[src/rtl/xaui_map_pkg.sv]
package xaui_map_pkg;

  localparam int unsigned BYTE_W = 8;

  // Control bytes seen on the parallel side
  localparam logic [7:0] XG_IDLE  = 8'h07;
  localparam logic [7:0] XG_SEQ   = 8'h9C;
  localparam logic [7:0] XG_START = 8'hFB;
  localparam logic [7:0] XG_TERM  = 8'hFD;
  localparam logic [7:0] XG_ERR   = 8'hFE;

  // Code-group bytes (yyy_xxxxx form) handed to the encoder
  localparam logic [7:0] CG_SKIP  = 8'h1C; // K28.0
  localparam logic [7:0] CG_ALIGN = 8'h7C; // K28.3
  localparam logic [7:0] CG_COMMA = 8'hBC; // K28.5
  localparam logic [7:0] CG_SEQ   = 8'h9C; // K28.4
  localparam logic [7:0] CG_START = 8'hFB; // K27.7
  localparam logic [7:0] CG_TERM  = 8'hFD; // K29.7
  localparam logic [7:0] CG_ERR   = 8'hFE; // K30.7

  typedef struct packed {
    logic       is_k;
    logic [7:0] val;
  } cg_sel_t;

  typedef enum logic [1:0] {
    FILL_COMMA = 2'd0,
    FILL_SKIP  = 2'd1,
    FILL_ALIGN = 2'd2
  } fill_kind_e;

  function automatic logic lane_is_idle(input logic ctl, input logic [7:0] byte_in);
    return ctl && (byte_in == XG_IDLE);
  endfunction

  function automatic logic [7:0] fill_byte(input fill_kind_e kind);
    case (kind)
      FILL_ALIGN: return CG_ALIGN;
      FILL_SKIP:  return CG_SKIP;
      default:    return CG_COMMA;
    endcase
  endfunction

  // One lane: data passes, known controls map, idle takes the column fill
  function automatic cg_sel_t map_lane(input logic ctl, input logic [7:0] byte_in,
                                       input logic [7:0] fill);
    cg_sel_t r;
    if (!ctl) begin
      r.is_k = 1'b0;
      r.val  = byte_in;
    end else begin
      r.is_k = 1'b1;
      case (byte_in)
        XG_IDLE:  r.val = fill;
        XG_SEQ:   r.val = CG_SEQ;
        XG_START: r.val = CG_START;
        XG_TERM:  r.val = CG_TERM;
        default:  r.val = CG_ERR;
      endcase
    end
    return r;
  endfunction

endpackage

[src/rtl/xaui_fill_prng.sv]
module xaui_fill_prng #(
  parameter int unsigned        LFSR_W    = 16,
  parameter logic [LFSR_W-1:0]  TAPS      = 'hB400,
  parameter logic [LFSR_W-1:0]  SEED      = 'hACE1,
  parameter int unsigned        SPAN_BITS = 4
) (
  input  logic                 clk,
  input  logic                 rst,
  input  logic                 step,
  output logic                 pick_bit,
  output logic [SPAN_BITS-1:0] span
);
  logic [LFSR_W-1:0] state;
  logic [LFSR_W-1:0] state_nx;

  // Galois form, shifting right; an all-zero seed is replaced by 1
  always_comb begin
    state_nx = state >> 1;
    if (state[0]) state_nx = state_nx ^ TAPS;
  end

  always_ff @(posedge clk) begin
    if (rst)       state <= (SEED == '0) ? LFSR_W'(1) : SEED;
    else if (step) state <= state_nx;
  end

  assign pick_bit = state[0];
  assign span     = state[SPAN_BITS:1];
endmodule

[src/rtl/xaui_fill_sched.sv]
module xaui_fill_sched
  import xaui_map_pkg::*;
#(
  parameter int unsigned MIN_GAP   = 16,
  parameter int unsigned SPAN_BITS = 4
) (
  input  logic                 clk,
  input  logic                 rst,
  input  logic                 step,
  input  logic                 col_idle,
  input  logic                 pick_bit,
  input  logic [SPAN_BITS-1:0] span,
  output fill_kind_e           kind,
  output logic                 align_due
);
  localparam int unsigned CW = $clog2(MIN_GAP + (1 << SPAN_BITS));

  logic [CW-1:0] wait_cnt;

  assign align_due = (wait_cnt == '0);

  always_comb begin
    if (col_idle && align_due) kind = FILL_ALIGN;
    else if (pick_bit)         kind = FILL_SKIP;
    else                       kind = FILL_COMMA;
  end

  // Counts valid columns left until an alignment column may be sent again
  always_ff @(posedge clk) begin
    if (rst) begin
      wait_cnt <= '0;
    end else if (step) begin
      if (col_idle && align_due) wait_cnt <= CW'(MIN_GAP - 1) + CW'(span);
      else if (!align_due)       wait_cnt <= wait_cnt - CW'(1);
    end
  end
endmodule

[src/rtl/xaui_lane_map.sv]
module xaui_lane_map
  import xaui_map_pkg::*;
(
  input  logic       ctl,
  input  logic [7:0] byte_in,
  input  logic [7:0] fill,
  output logic       is_idle,
  output logic       out_k,
  output logic [7:0] out_val
);
  cg_sel_t sel;

  always_comb begin
    sel     = map_lane(ctl, byte_in, fill);
    is_idle = lane_is_idle(ctl, byte_in);
    out_k   = sel.is_k;
    out_val = sel.val;
  end
endmodule

[src/rtl/xaui_tx_mapper.sv]
module xaui_tx_mapper
  import xaui_map_pkg::*;
#(
  parameter int unsigned        LANES     = 4,
  parameter int unsigned        MIN_GAP   = 16,
  parameter int unsigned        SPAN_BITS = 4,
  parameter int unsigned        LFSR_W    = 16,
  parameter logic [LFSR_W-1:0]  TAPS      = 'hB400,
  parameter logic [LFSR_W-1:0]  SEED      = 'hACE1
) (
  input  logic                      clk,
  input  logic                      rst,
  input  logic                      in_valid,
  input  logic [LANES*BYTE_W-1:0]   xgmii_d,
  input  logic [LANES-1:0]          xgmii_c,
  output logic                      out_valid,
  output logic [LANES-1:0]          cg_k,
  output logic [LANES*BYTE_W-1:0]   cg_val
);
  localparam int unsigned DW = LANES * BYTE_W;

  logic                 pick_bit;
  logic [SPAN_BITS-1:0] span;
  fill_kind_e           fill_kind;
  logic                 align_due;
  logic [7:0]           idle_val;
  logic [LANES-1:0]     lane_idle;
  logic                 col_has_idle;
  logic [LANES-1:0]     k_nx;
  logic [DW-1:0]        val_nx;

  xaui_fill_prng #(
    .LFSR_W(LFSR_W), .TAPS(TAPS), .SEED(SEED), .SPAN_BITS(SPAN_BITS)
  ) u_prng (
    .clk(clk), .rst(rst), .step(in_valid),
    .pick_bit(pick_bit), .span(span)
  );

  xaui_fill_sched #(
    .MIN_GAP(MIN_GAP), .SPAN_BITS(SPAN_BITS)
  ) u_sched (
    .clk(clk), .rst(rst), .step(in_valid), .col_idle(col_has_idle),
    .pick_bit(pick_bit), .span(span), .kind(fill_kind), .align_due(align_due)
  );

  assign idle_val     = fill_byte(fill_kind);
  assign col_has_idle = |lane_idle;

  for (genvar g = 0; g < LANES; g++) begin : g_lane
    xaui_lane_map u_map (
      .ctl     (xgmii_c[g]),
      .byte_in (xgmii_d[g*BYTE_W +: BYTE_W]),
      .fill    (idle_val),
      .is_idle (lane_idle[g]),
      .out_k   (k_nx[g]),
      .out_val (val_nx[g*BYTE_W +: BYTE_W])
    );
  end

  always_ff @(posedge clk) begin
    if (rst) begin
      out_valid <= 1'b0;
      cg_k      <= '1;
      cg_val    <= {LANES{CG_COMMA}};
    end else begin
      out_valid <= in_valid;
      if (in_valid) begin
        cg_k   <= k_nx;
        cg_val <= val_nx;
      end
    end
  end
endmodule

[config.mk]
export PLATFORM = sky130hd
export DESIGN_NAME = xaui_tx_mapper
export DESIGN_NICKNAME = d
export VERILOG_FILES = /design/src/rtl/xaui_map_pkg.sv /design/src/rtl/xaui_fill_prng.sv /design/src/rtl/xaui_fill_sched.sv /design/src/rtl/xaui_lane_map.sv /design/src/rtl/xaui_tx_mapper.sv
export SDC_FILE = /design/constraint.sdc
export NUM_CORES = 1
export LEC_CHECK = 0
export BUFFER_PORTS_ARGS = -buffer_cell sky130_fd_sc_hd__buf_2
export CORE_UTILIZATION = 50
export CTS_CLUSTER_SIZE = 8
export DETAILED_ROUTE_END_ITERATION = 16
export PLACE_DENSITY = 0.76
export SLEW_MARGIN = 15
export SYNTH_ARGS = -nofsm -noshare
export SYNTH_HDL_FRONTEND = slang
export SYNTH_SLANG_ARGS = --single-unit
[constraint.sdc]
create_clock -name clk -period 3 [get_ports clk]
set_input_delay 0.3 -clock clk [delete_from_list [all_inputs] [get_ports clk]]
set_output_delay 0.3 -clock clk [all_outputs]
set_load 0.02 [all_outputs]
==> key figures, run 1 <==
Floorplan
  – Die Ht: 78.4 um
  – Die Footprint: 0.00614 mm^2
  – # rows: 27
  – # IOs: 76
  – Die width: 78.4 um
  – Starting Density: 0.523
  – Core footprint: 0.00557 mm^2

Power
  – Peak VDD IR: 0.396 mV
  – Combinational share of power: 0.280
  – Int Pwr: 1.54 mW
  – Sw power: 710 uW
  – Switching fraction of total power: 0.315
  – Clock Power Share: 0.320
  – PD cells: 638 mW/mm^2
  – Register share of total power: 0.400
  – P_leak: 1.46 nW

Final layout
  – Layout cells sized above 1: 0.252
  – Antenna cell count: 0
  – Commonest non-fill, non-tap cell in the layout: buf_2
  – Most frequent cells in the layout: buf_2, dfxtp_1, nand2_1, nor2_1, o21ai_0
  – Layout filler cell count: 509
  – Area growth syn-to-layout: 21.0%
  – Final net count: 458

Critical path
  – WP data arrival: 2160 ps
  – Critical Path Sink Type: flip-flop
  – Worst R2R Start: u_sched.wait_cnt[0]
  – Crit path largest cell delay: 490 ps
  – Path type of the worst setup path: flip-flop to flip-flop
  – CP startpoint: u_sched.wait_cnt[0]
  – Crit path max fanout: 4
  – CP Cell Sequence: inv_1, ha_1, or4b_4, or3_1, o221a_1, nor3_2, a31o_1
  – Slowest stage cell, crit path: or4b_4
  – CP Launch Type: flip-flop
  – Worst EP required: 3280 ps

Global routing
  – GRT Overall Usage: 0.236
  – Antenna violations before repair: 0
  – Global-route wire length before repair: 11,400 um
  – Global route overflow: 0
  – Largest net degree at the start of global routing: 50
  – Vias in the first global route: 2,555

Synthesis
  – Largest family of logic cells by synthesized area: simple AND/OR/NAND/NOR gates
  – Area of the mapped netlist: 0.00292 mm^2
  – Post-synth ARST share: 0
  – Syn_nets: 387
  – Synth warn: 0
  – Mux contribution to synthesized area: 0.0618
  – Primary FF master, synth: dfxtp_1
  – Netlist cell types: 50
  – Simple-Gate Fraction of Synth Area: 0.246
  – Syn Inst Count: 345
  – Synth Area in Compound Gates: 0.213
  – Seq/Total Area, Yosys: 0.398
  – Post-synthesis xor/xnor area fraction: 0.0240
  – Post-synth EDFFs: 0
  – Adder-cell share of the synthesized area: 0.0129
  – Largest cells by area after synthesis: dfxtp_1, mux2i_1, nand2_1
  – Yosys top cell by area: dfxtp_1
  – Share of the synthesized area in the top cell type: 0.398
  – Yosys reg bits: 58
  – Avg Cell Area, Syn: 8.45 um^2

Timing
  – Minimum clock period: 1880 ps
  – RSZ-0062 raised after global routing: false
  – Setup TNS: 0 ps
  – Fin. max-slew vios: 0
  – Worst slew pin tran: 543 ps
  – Hold Slack: 211 ps
  – Fin crit share: 0.625
  – Setup violators final: 0
  – Clock skew: 1.84 ps
  – Fin. Hold Viols: 0
  – Fmax: 533 MHz
  – Max-slew headroom: 0.638

Clock network
  – Clk_lat worst skew: 330 ps
  – Post-cts repair resize count: 0
  – CTS buffer count: 9
  – CTS root buf: clkbuf_8
  – Clk sinks: 58
  – Clk slew on worst S/H paths: 60 ps
  – Htree depth: 3
  – CTS tree: yes
  – # hold bufs at CTS: 0
  – Clk buf depth: 2
  – Post-CTS Setup Bufs: 0

Hold path
  – Hold crit path type: primary input to flip-flop
  – Hold_sp: xgmii_d[12]

Route
  – Met2 routed WL: 3230 um
  – Via-to-Cell Ratio: 5.60
  – Vias: 2,761
  – Max Used Layer: met4
  – WL/cell: 13.8 um
  – Met3 wire length: 344 um
  – Drt first pass iters: 4
  – Met1 wire length: 3160 um
  – Iter 0 DRT Violations: 122
  – Post-route DRC: 0
  – Post-route ant nets: 0
  – Routed Wire Length: 6820 um

Outcome
  – Outcome: finished clean

Placement
  – HPWL after DPL: 4910 um
  – I/O Buffers: 75
  – RePlAce Congestion: 0.811

Run
  – Max_cap viols: 0
## synth_stat cells (all sizes together), types with 5 or more instances
| master | number |
|---|---|
| a211oi | 5 |
| a21oi | 13 |
| a311oi | 7 |
| buf | 8 |
| clkbuf | 12 |
| dfxtp | 58 |
| inv | 11 |
| mux2i | 18 |
| nand2 | 41 |
| nand2b | 10 |
| nand3 | 13 |
| nor2 | 41 |
| nor3 | 9 |
| o21ai | 24 |
| o22ai | 12 |
| o32ai | 5 |
## power groups by stage
stage          sequential [mW]  clock [mW]  combinational, mW
3_3_place_gp             0.913           0              0.611
2_1_floorplan            0.938           0              0.401
5_1_grt                  0.908       0.774              0.688
6_report                 0.901       0.720              0.630
4_1_cts                  0.899       0.735              0.626
3_5_place_dp             0.916           0              0.622
## worst max-delay path, delay by kind of cell (launching register included)
family,cells,cell delay (ps)
adders and majority gates,1,200
DFF,1,330
AOI/OAI and AO/OA,2,240
buffers and inverters,1,120
and+or+nand+nor,3,920
## flip-flops by register name, indices dropped and copies added, names as in the netlist
register          cells
out_valid             1
cg_val               32
u_prng.state         16
u_sched.wait_cnt      5
cg_k                  4
## metrics by stage
stage               instances  instance area (um^2)  total power [mW]  utilization  setup WS (ps)
floorplan                 345                  2920              1.34            -           1280
global placement          477                  3330              1.52        0.598           1040
detailed placement        477                  3330              1.54        0.598           1010
CTS                       493                  3530              2.26        0.633           1120
global route              493                  3530              2.37        0.633           1010
finish                    493                  3530              2.25        0.633           1120
## cell families (layout without fill, tap and decap cells)
kind of cell | count (synthesis) | after routing
simple gates | 139 | 139
compound gates | 88 | 88
flops | 58 | 58
buf+inv | 31 | 107
mux | 18 | 18
xor+xnor | 8 | 8
fa+ha+maj | 3 | 3
## final timing paths
path	to	cells past startpoint	slack [ps]
hold reg to reg	cg_val[21]	2	470
setup / recovery	u_sched.wait_cnt[1]	7	1120
hold / removal	cg_val[12]	3	210
setup reg to reg	u_sched.wait_cnt[1]	7	1120
## per-layer routing
layer	up-vias	global-route usage
met5	-	0
met3	8	0.0756
met2	73	0.405
met4	0	0.0741
met1	1285	0.277
li1	1395	-
## area by class of cell
type,count,area (um^2),area share
inverter,11,41.3,0.0117
tap,72,90.1,0.0255
multi-input combinational,256,1630,0.461
clock buffer,14,163,0.0461
sequential,58,1160,0.329
clock inverter,2,35.0,0.00993
timing repair buffer,80,413,0.117
Note: power is estimated with default switching activity, not from simulation.
==> run 2: changes to the inputs <==
--- a/config.mk
+++ b/config.mk
@@ -5,11 +5,12 @@
 export SDC_FILE = /design/constraint.sdc
 export NUM_CORES = 1
 export LEC_CHECK = 0
+export ABC_AREA = 1
 export BUFFER_PORTS_ARGS = -buffer_cell sky130_fd_sc_hd__buf_2
 export CORE_UTILIZATION = 50
 export CTS_CLUSTER_SIZE = 8
 export DETAILED_ROUTE_END_ITERATION = 16
-export PLACE_DENSITY = 0.76
+export PLACE_DENSITY = 0.75
 export SLEW_MARGIN = 15
 export SYNTH_ARGS = -nofsm -noshare
 export SYNTH_HDL_FRONTEND = slang
==> constraint.sdc (replaced) <==
create_clock -name clk -period 1.9 [get_ports clk]
set_input_delay 0.19 -clock clk [delete_from_list [all_inputs] [get_ports clk]]
set_output_delay 0.19 -clock clk [all_outputs]
set_load 0.02 [all_outputs]
==> run 2 against run 1 <==
Sequential power grew 54%; combinational power grew 39%; non-clock buffer count is the same; first-iteration DRC count grew 47%; clock power grew 64%; synthesized area grew 9.1%; wire length grew 17%; clock skew grew 4.2 ps; critical endpoint is now cg_val[29].
==> key figures, run 2 <==
Synthesis
  – Synth top cells by count: nand2_1, dfxtp_1, inv_1
  – Syn_nets: 511 (+32%)
  – Primary FF master, synth: dfxtp_1
  – Seq/Total Area, Yosys: 0.365 (-0.0330)
  – Largest family of logic cells by synthesized area: simple AND/OR/NAND/NOR gates
  – Cell with the most instances after synthesis: nand2_1
  – Simple-Gate Fraction of Synth Area: 0.331 (+0.0850)
  – Post-synth EDFFs: 0 (unchanged)
  – Syn Inst Count: 469 (+36%)
  – Post-synth ARST share: 0 (unchanged)
  – Synth Area in Compound Gates: 0.173 (-0.0397)
  – Avg Cell Area, Syn: 6.78 um^2 (-20%)
  – Synth warn: 0 (unchanged)
  – Largest cells by area after synthesis: dfxtp_1, nand2_1, a21oi_1
  – Yosys top cell by area: dfxtp_1
  – Area of the mapped netlist: 0.00318 mm^2 (+9.1%)
  – Yosys reg bits: 58 (unchanged)
  – Adder-cell share of the synthesized area: 0.0118 (-0.00107)
  – Post-synthesis xor/xnor area fraction: 0.0165 (-0.00750)
  – Share of the synthesized area in the top cell type: 0.365 (-0.0330)
  – Netlist cell types: 30 (-40%)
  – Mux contribution to synthesized area: 0 (-0.0618)

Global routing
  – Antenna violations before repair: 0 (unchanged)
  – Global-route wire length before repair: 13,000 um (+14%)
  – Vias in the first global route: 2,958 (+16%)
  – GRT Overall Usage: 0.254 (+0.0185)
  – Largest net degree at the start of global routing: 65 (+30%)
  – Global route overflow: 0 (unchanged)

Critical path
  – Slowest stage cell, crit path: dfxtp_1
  – Path type of the worst setup path: flip-flop to flip-flop
  – Crit path largest cell delay: 320 ps (-170 ps)
  – Buf+Inv Stages, Crit Path: 2 (+1)
  – Most frequent CP cell: nand2_1
  – CP Cell Sequence: inv_1, ha_1, nand3_1, clkinv_4, o21ai_2, nand2_2, nand2_1, nand2_1, nand2_1, nand2_1
  – WP data arrival: 1830 ps (-330 ps)
  – Critical Path Sink Type: flip-flop
  – Reg2Reg Setup Slack: 300 ps (-820 ps)
  – CP Launch Type: flip-flop
  – Worst path top cell family by delay: simple AND/OR/NAND/NOR gates
  – Worst EP required: 2130 ps (-1150 ps)
  – Crit path max fanout: 9 (+5)

Hold path
  – Hold crit path type: primary input to flip-flop

Final layout
  – Commonest non-fill, non-tap cell in the layout: nand2_1
  – Layout cells sized above 1: 0.233 (-0.0188)
  – Multi-input logic area: 0.00169 mm^2 (+4.2%)
  – Max FFs per register: 32 (unchanged)
  – Layout filler cell count: 572 (+12%)
  – Largest register by flop count: cg_val
  – Area growth syn-to-layout: 20.4%
  – Most frequent cells in the layout: nand2_1, buf_2, inv_1, dfxtp_1, a21oi_1
  – Largest regs: cg_val x32, u_prng.state x16, u_sched.wait_cnt x5
  – Util after Layout: 0.636 (+0.00237)
  – Register area: 0.00116 mm^2 (unchanged)
  – Antenna cell count: 0 (unchanged)
  – Final net count: 582 (+27%)

Route
  – Routed Wire Length: 7960 um (+17%)
  – Post-route ant nets: 0 (unchanged)
  – Drt first pass iters: 5 (+1)
  – Via-to-Cell Ratio: 5.26 (-6.0%)
  – WL/cell: 12.8 um (-7.1%)
  – Iter 0 DRT Violations: 179 (+47%)
  – Vias: 3,264 (+18%)
  – Post-route DRC: 0 (unchanged)

Timing
  – Worst slew pin tran: 353 ps (-190 ps)
  – Fin. Hold Viols: 0 (unchanged)
  – RSZ-0062 raised after global routing: false
  – Final worst slack: 300 ps (-824 ps)
  – Fin. max-slew vios: 0 (unchanged)
  – Max-slew headroom: 0.763 (+0.124)
  – Hold Slack: 132 ps (-79.4 ps)
  – Setup violators final: 0 (unchanged)
  – Fmax: 625 MHz (+17%)
  – Clock skew: 6.05 ps (+4.20 ps)
  – Setup TNS: 0 ps (unchanged)
  – Fin crit share: 0.842 (+0.217)
  – Minimum clock period: 1600 ps (-276 ps)

Run
  – Max_cap viols: 0 (unchanged)

Clock network
  – Htree depth: 3 (unchanged)
  – # hold bufs at CTS: 0 (unchanged)
  – Clk slew on worst S/H paths: 70 ps (about the same)
  – Post-cts repair resize count: 0 (unchanged)
  – CTS tree: yes
  – Post-CTS Setup Bufs: 0 (unchanged)
  – CTS root buf: clkbuf_8
  – Clk_lat worst skew: 330 ps (about the same)
  – Clk buf depth: 2 (unchanged)
  – CTS buffer count: 9 (unchanged)
  – Clk sinks: 58 (unchanged)

Placement
  – RePlAce Congestion: 0.856 (+5.5%)
  – HPWL after DPL: 5710 um (+16%)
  – Dpl ws: 331 ps (-684 ps)
  – I/O Buffers: 75 (unchanged)

Power
  – Peak VDD IR: 0.562 mV (+42%)
  – P_leak: 1.90 nW (+30%)
  – PD cells: 900 mW/mm^2 (+41%)

Floorplan
  – Die Ht: 81.8 um (+4.3%)
  – Die width: 81.8 um (+4.3%)
  – # IOs: 76 (unchanged)
  – Die Footprint: 0.00668 mm^2 (+8.8%)
  – # rows: 28 (+3.7%)
  – Core footprint: 0.00603 mm^2 (+8.1%)
  – Starting Density: 0.528 (+0.00459)

Outcome
  – Outcome: finished clean
[run 2: changes by cell type in the layout (fill, tap and decap cells not counted), sizes merged, moves of 6 or more]
| cell | before | now |
|---|---|---|
| a21oi | 13 | 47 |
| a311oi | 7 | 0 |
| inv | 11 | 61 |
| mux2i | 18 | 0 |
| nand2 | 41 | 129 |
| nand2b | 10 | 0 |
| nand3 | 13 | 31 |
| nand4 | 0 | 9 |
| o211ai | 2 | 14 |
| o21ai | 24 | 30 |
| o22ai | 12 | 0 |
[run 2: logic make-up (layout without fill, tap and decap cells)]
| family | Yosys count | in the layout |
|---|---|---|
| XOR/XNOR | 6 | 6 |
| AND/OR/NAND/NOR | 222 | 222 |
| flip-flops | 58 | 58 |
| buffers and inverters | 82 | 158 |
| adder cells (fa/ha/maj) | 3 | 3 |
| AO/OA/AOI/OAI | 98 | 98 |
[run 2: final cells by class]
cell class / instances / share of cell area
sequential: 58 / 0.303
clock buffer: 12 / 0.0405
clock inverter: 4 / 0.0131
timing repair buffer: 80 / 0.114
inverter: 62 / 0.0621
multi-input combinational: 329 / 0.442
tap: 75 / 0.0245
[run 2: final timing paths]
check	depth (start not counted)	endpoint	start
max	10	cg_val[29]	u_sched.wait_cnt[0]
min	3	cg_val[10]	xgmii_d[10]
max reg2reg	10	cg_val[29]	u_sched.wait_cnt[0]
min reg2reg	2	cg_k[0]	cg_k[0]
[run 2: layer usage]
layer | vias up | routed length, um | global-route usage
met1 | 1489 | 3570 | 0.303
met2 | 98 | 3860 | 0.448
met3 | 11 | 421 | 0.0467
li1 | 1666 | - | -
met4 | 0 | 111 | 0.100
met5 | - | 0 | 0
[run 2: report_power, final]
group | internal, mW | switching [mW]
Combinational | 0.311 | 0.565
Clock | 0.675 | 0.506
Sequential | 1.33 | 0.0596
[run 2: per-stage QoR]
step / std cells / area [um^2] / total power, mW
3_3_place_gp: 604 / 3620 / 2.26
4_1_cts: 620 / 3830 / 3.46
6_report: 620 / 3830 / 3.45
3_5_place_dp: 604 / 3620 / 2.28
5_1_grt: 620 / 3830 / 3.63
2_1_floorplan: 469 / 3180 / 2.05
[run 2: worst register-to-register path, stage by stage, from the launching register on]
cell and delay [ps]:
dfxtp_1 320, inv_1 90, ha_1 210, nand3_1 230, clkinv_4 160, o21ai_2 180
nand2_2 100, nand2_1 80, nand2_1 40, nand2_1 50, nand2_1 40
==> run 3: changes to the inputs <==
==> constraint.sdc (replaced) <==
create_clock -name clk -period 1.5 [get_ports clk]
set_input_delay 0.15 -clock clk [delete_from_list [all_inputs] [get_ports clk]]
set_output_delay 0.15 -clock clk [all_outputs]
set_load 0.02 [all_outputs]
==> run 3 against run 2 <==
Design area grew 2.0%; utilization grew 1.3 points; register-to-register slack lost 190 ps; via count shrank 0.28%; clock power grew 36%; total power grew 32%; largest power group unchanged; highest routed layer unchanged.
==> key figures, run 3 (synthesis results as in run 2) <==
Outcome
  – Outcome: finished clean

Timing
  – Minimum clock period: 1390 ps (-213 ps)
  – Hold Slack: 96.1 ps (-35.9 ps)
  – Max-slew headroom: 0.798 (+0.0358)
  – RSZ-0062 raised after global routing: false
  – Fin crit share: 0.925 (+0.0827)
  – Setup TNS: 0 ps (unchanged)
  – Fmax: 721 MHz (+15%)
  – Worst slew pin tran: 300 ps (-53.2 ps)
  – Setup violators final: 0 (unchanged)
  – Fin. Hold Viols: 0 (unchanged)
  – Fin. max-slew vios: 0 (unchanged)
  – Clock skew: 3.66 ps (-2.38 ps)

Placement
  – Placed Cells incl. Taps: 608 (+0.66%)
  – Placed standard-cell area: 0.00367 mm^2 (+1.2%)
  – RePlAce Congestion: 0.867 (+1.3%)
  – HPWL after DPL: 5790 um (+1.4%)
  – I/O Buffers: 75 (unchanged)

Power
  – Clock Power Share: 0.350 (+0.007)
  – PD cells: 1170 mW/mm^2 (+30%)
  – Final Total Pwr: 4.56 mW (+32%)
  – Sw power: 1.44 mW (+28%)
  – Peak VDD IR: 0.756 mV (+34%)
  – Int Pwr: 3.12 mW (+35%)
  – Register share of total power: 0.385 (-0.018)
  – Switching fraction of total power: 0.316 (-0.0115)
  – Combinational share of power: 0.265 (+0.011)
  – P_leak: 1.94 nW (+2.2%)

Critical path
  – CP Launch Type: flip-flop
  – Worst R2R Start: u_sched.wait_cnt[1]
  – Crit path largest cell delay: 300 ps (-20 ps)
  – Buf+Inv Stages, Crit Path: 3 (+1)
  – CP Cell Sequence: inv_1, ha_1, nand3_2, clkinv_4, buf_4, nand2_1, nand2_1, nand2_1, nor2_1, nor2_1
  – Worst path top cell family by delay: simple AND/OR/NAND/NOR gates
  – Worst EP required: 1740 ps (-390 ps)
  – Crit path max fanout: 7 (-2)
  – CP startpoint: u_sched.wait_cnt[1]
  – Reg2Reg Setup Slack: 110 ps (-190 ps)
  – Slowest stage cell, crit path: dfxtp_1
  – Critical Path Sink Type: flip-flop
  – WP data arrival: 1630 ps (-200 ps)
  – Path type of the worst setup path: flip-flop to flip-flop
  – Most frequent CP cell: nand2_1

Global routing
  – Global-route wire length before repair: 13,300 um (+2.4%)
  – Largest net degree at the start of global routing: 39 (-40%)
  – GRT Overall Usage: 0.261 (+0.00653)
  – Antenna violations before repair: 0 (unchanged)
  – Global route overflow: 0 (unchanged)
  – Vias in the first global route: 3,114 (+5.3%)

Clock network
  – CTS buffer count: 9 (unchanged)
  – CTS root buf: clkbuf_8
  – Clk sinks: 58 (unchanged)
  – Htree depth: 3 (unchanged)
  – CTS tree: yes
  – Clk_lat worst skew: 340 ps (about the same)
  – Clk buf depth: 2 (unchanged)
  – Clk slew on worst S/H paths: 70 ps (about the same)
  – # hold bufs at CTS: 0 (unchanged)

Floorplan
  – Die width: 81.8 um (unchanged)
  – # IOs: 76 (unchanged)
  – # rows: 28 (unchanged)
  – Core footprint: 0.00603 mm^2 (unchanged)
  – Die Ht: 81.8 um (unchanged)
  – Starting Density: 0.528 (unchanged)
  – Die Footprint: 0.00668 mm^2 (unchanged)

Run
  – Max_cap viols: 0 (unchanged)

Final layout
  – Largest regs: cg_val x32, u_prng.state x16, u_sched.wait_cnt x5
  – Antenna cell count: 0 (unchanged)
  – Design Area, Final: 0.00391 mm^2 (+2.0%)
  – Layout cells sized above 1: 0.242 (+0.00879)
  – Register area: 0.00116 mm^2 (unchanged)
  – Commonest non-fill, non-tap cell in the layout: nand2_1
  – Max FFs per register: 32 (unchanged)
  – Area growth syn-to-layout: 22.8%
  – Most frequent cells in the layout: nand2_1, buf_2, inv_1, dfxtp_1, a21oi_1
  – Multi-input logic area: 0.00171 mm^2 (+0.74%)
  – Final net count: 587 (+0.86%)
  – Layout filler cell count: 585 (+2.3%)
  – Final non-filler cell total: 625 (+0.81%)
  – Largest register by flop count: cg_val

Route
  – WL/cell: 12.8 um (about the same)
  – Drt first pass iters: 4 (-1)
  – Routed Wire Length: 8020 um (+0.78%)
  – Via-to-Cell Ratio: 5.21 (-1.1%)
  – Post-route DRC: 0 (unchanged)
  – Vias: 3,255 (-0.28%)
  – Iter 0 DRT Violations: 153 (-15%)
  – Post-route ant nets: 0 (unchanged)

Hold path
  – Hold crit path type: primary input to flip-flop
  – Hold_sp: xgmii_d[10]
[run 3: cell count changes in the layout (fill, tap and decap cells not counted), sizes merged]
cell | before | now
buf | 80 | 85
bufinv | 1 | 2
clkbuf | 12 | 11
clkinv | 2 | 3
clkinvlp | 2 | 1
[run 3: timing repair]
action	in CTS	in global routing
gates resized for setup	0	2
buffers inserted	0	1
endpoints found under the setup margin	0	7
[run 3: final cells by class]
class,count,share of cell area
clock buffer,11,0.0362
clock inverter,5,0.0199
inverter,62,0.0609
multi-input combinational,329,0.437
sequential,58,0.297
tap,75,0.0240
timing repair buffer,85,0.125
[run 3: layer usage]
layer | vias to the layer above | track usage | share of wire
li1 | 1675 | - | -
met1 | 1476 | 0.301 | 0.45
met2 | 90 | 0.464 | 0.50
met3 | 14 | 0.0556 | 0.041
met4 | 0 | 0.105 | 0.017
met5 | - | 0 | 0
[run 3: path summary, 6_finish.rpt]
check,endpoint,cells after the start
setup / recovery,u_sched.wait_cnt[3],10
hold / removal,cg_val[10],3
setup reg to reg,u_sched.wait_cnt[3],10
hold reg to reg,cg_k[0],2
[run 3: per-stage QoR]
stage,worst slack (ps),utilization
2_1_floorplan,102,-
3_3_place_gp,126,0.609
3_5_place_dp,59.9,0.609
4_1_cts,41.7,0.645
5_1_grt,29.8,0.648
6_report,112,0.648
[run 3: power groups by stage]
stage	clock network, mW	registers (mW)	logic, mW
6_report	1.60	1.76	1.21
5_1_grt	1.70	1.77	1.35
3_5_place_dp	0	1.79	1.15
4_1_cts	1.63	1.76	1.16
2_1_floorplan	0	1.86	0.735
3_3_place_gp	0	1.79	1.12
[run 3: worst register-to-register path, delay by kind of cell (launching register included)]
family / cells / cell delay (ps)
adder cells (fa/ha/maj): 1 / 190
buffers and inverters: 3 / 360
flip-flops: 1 / 300
AND/OR/NAND/NOR: 6 / 430
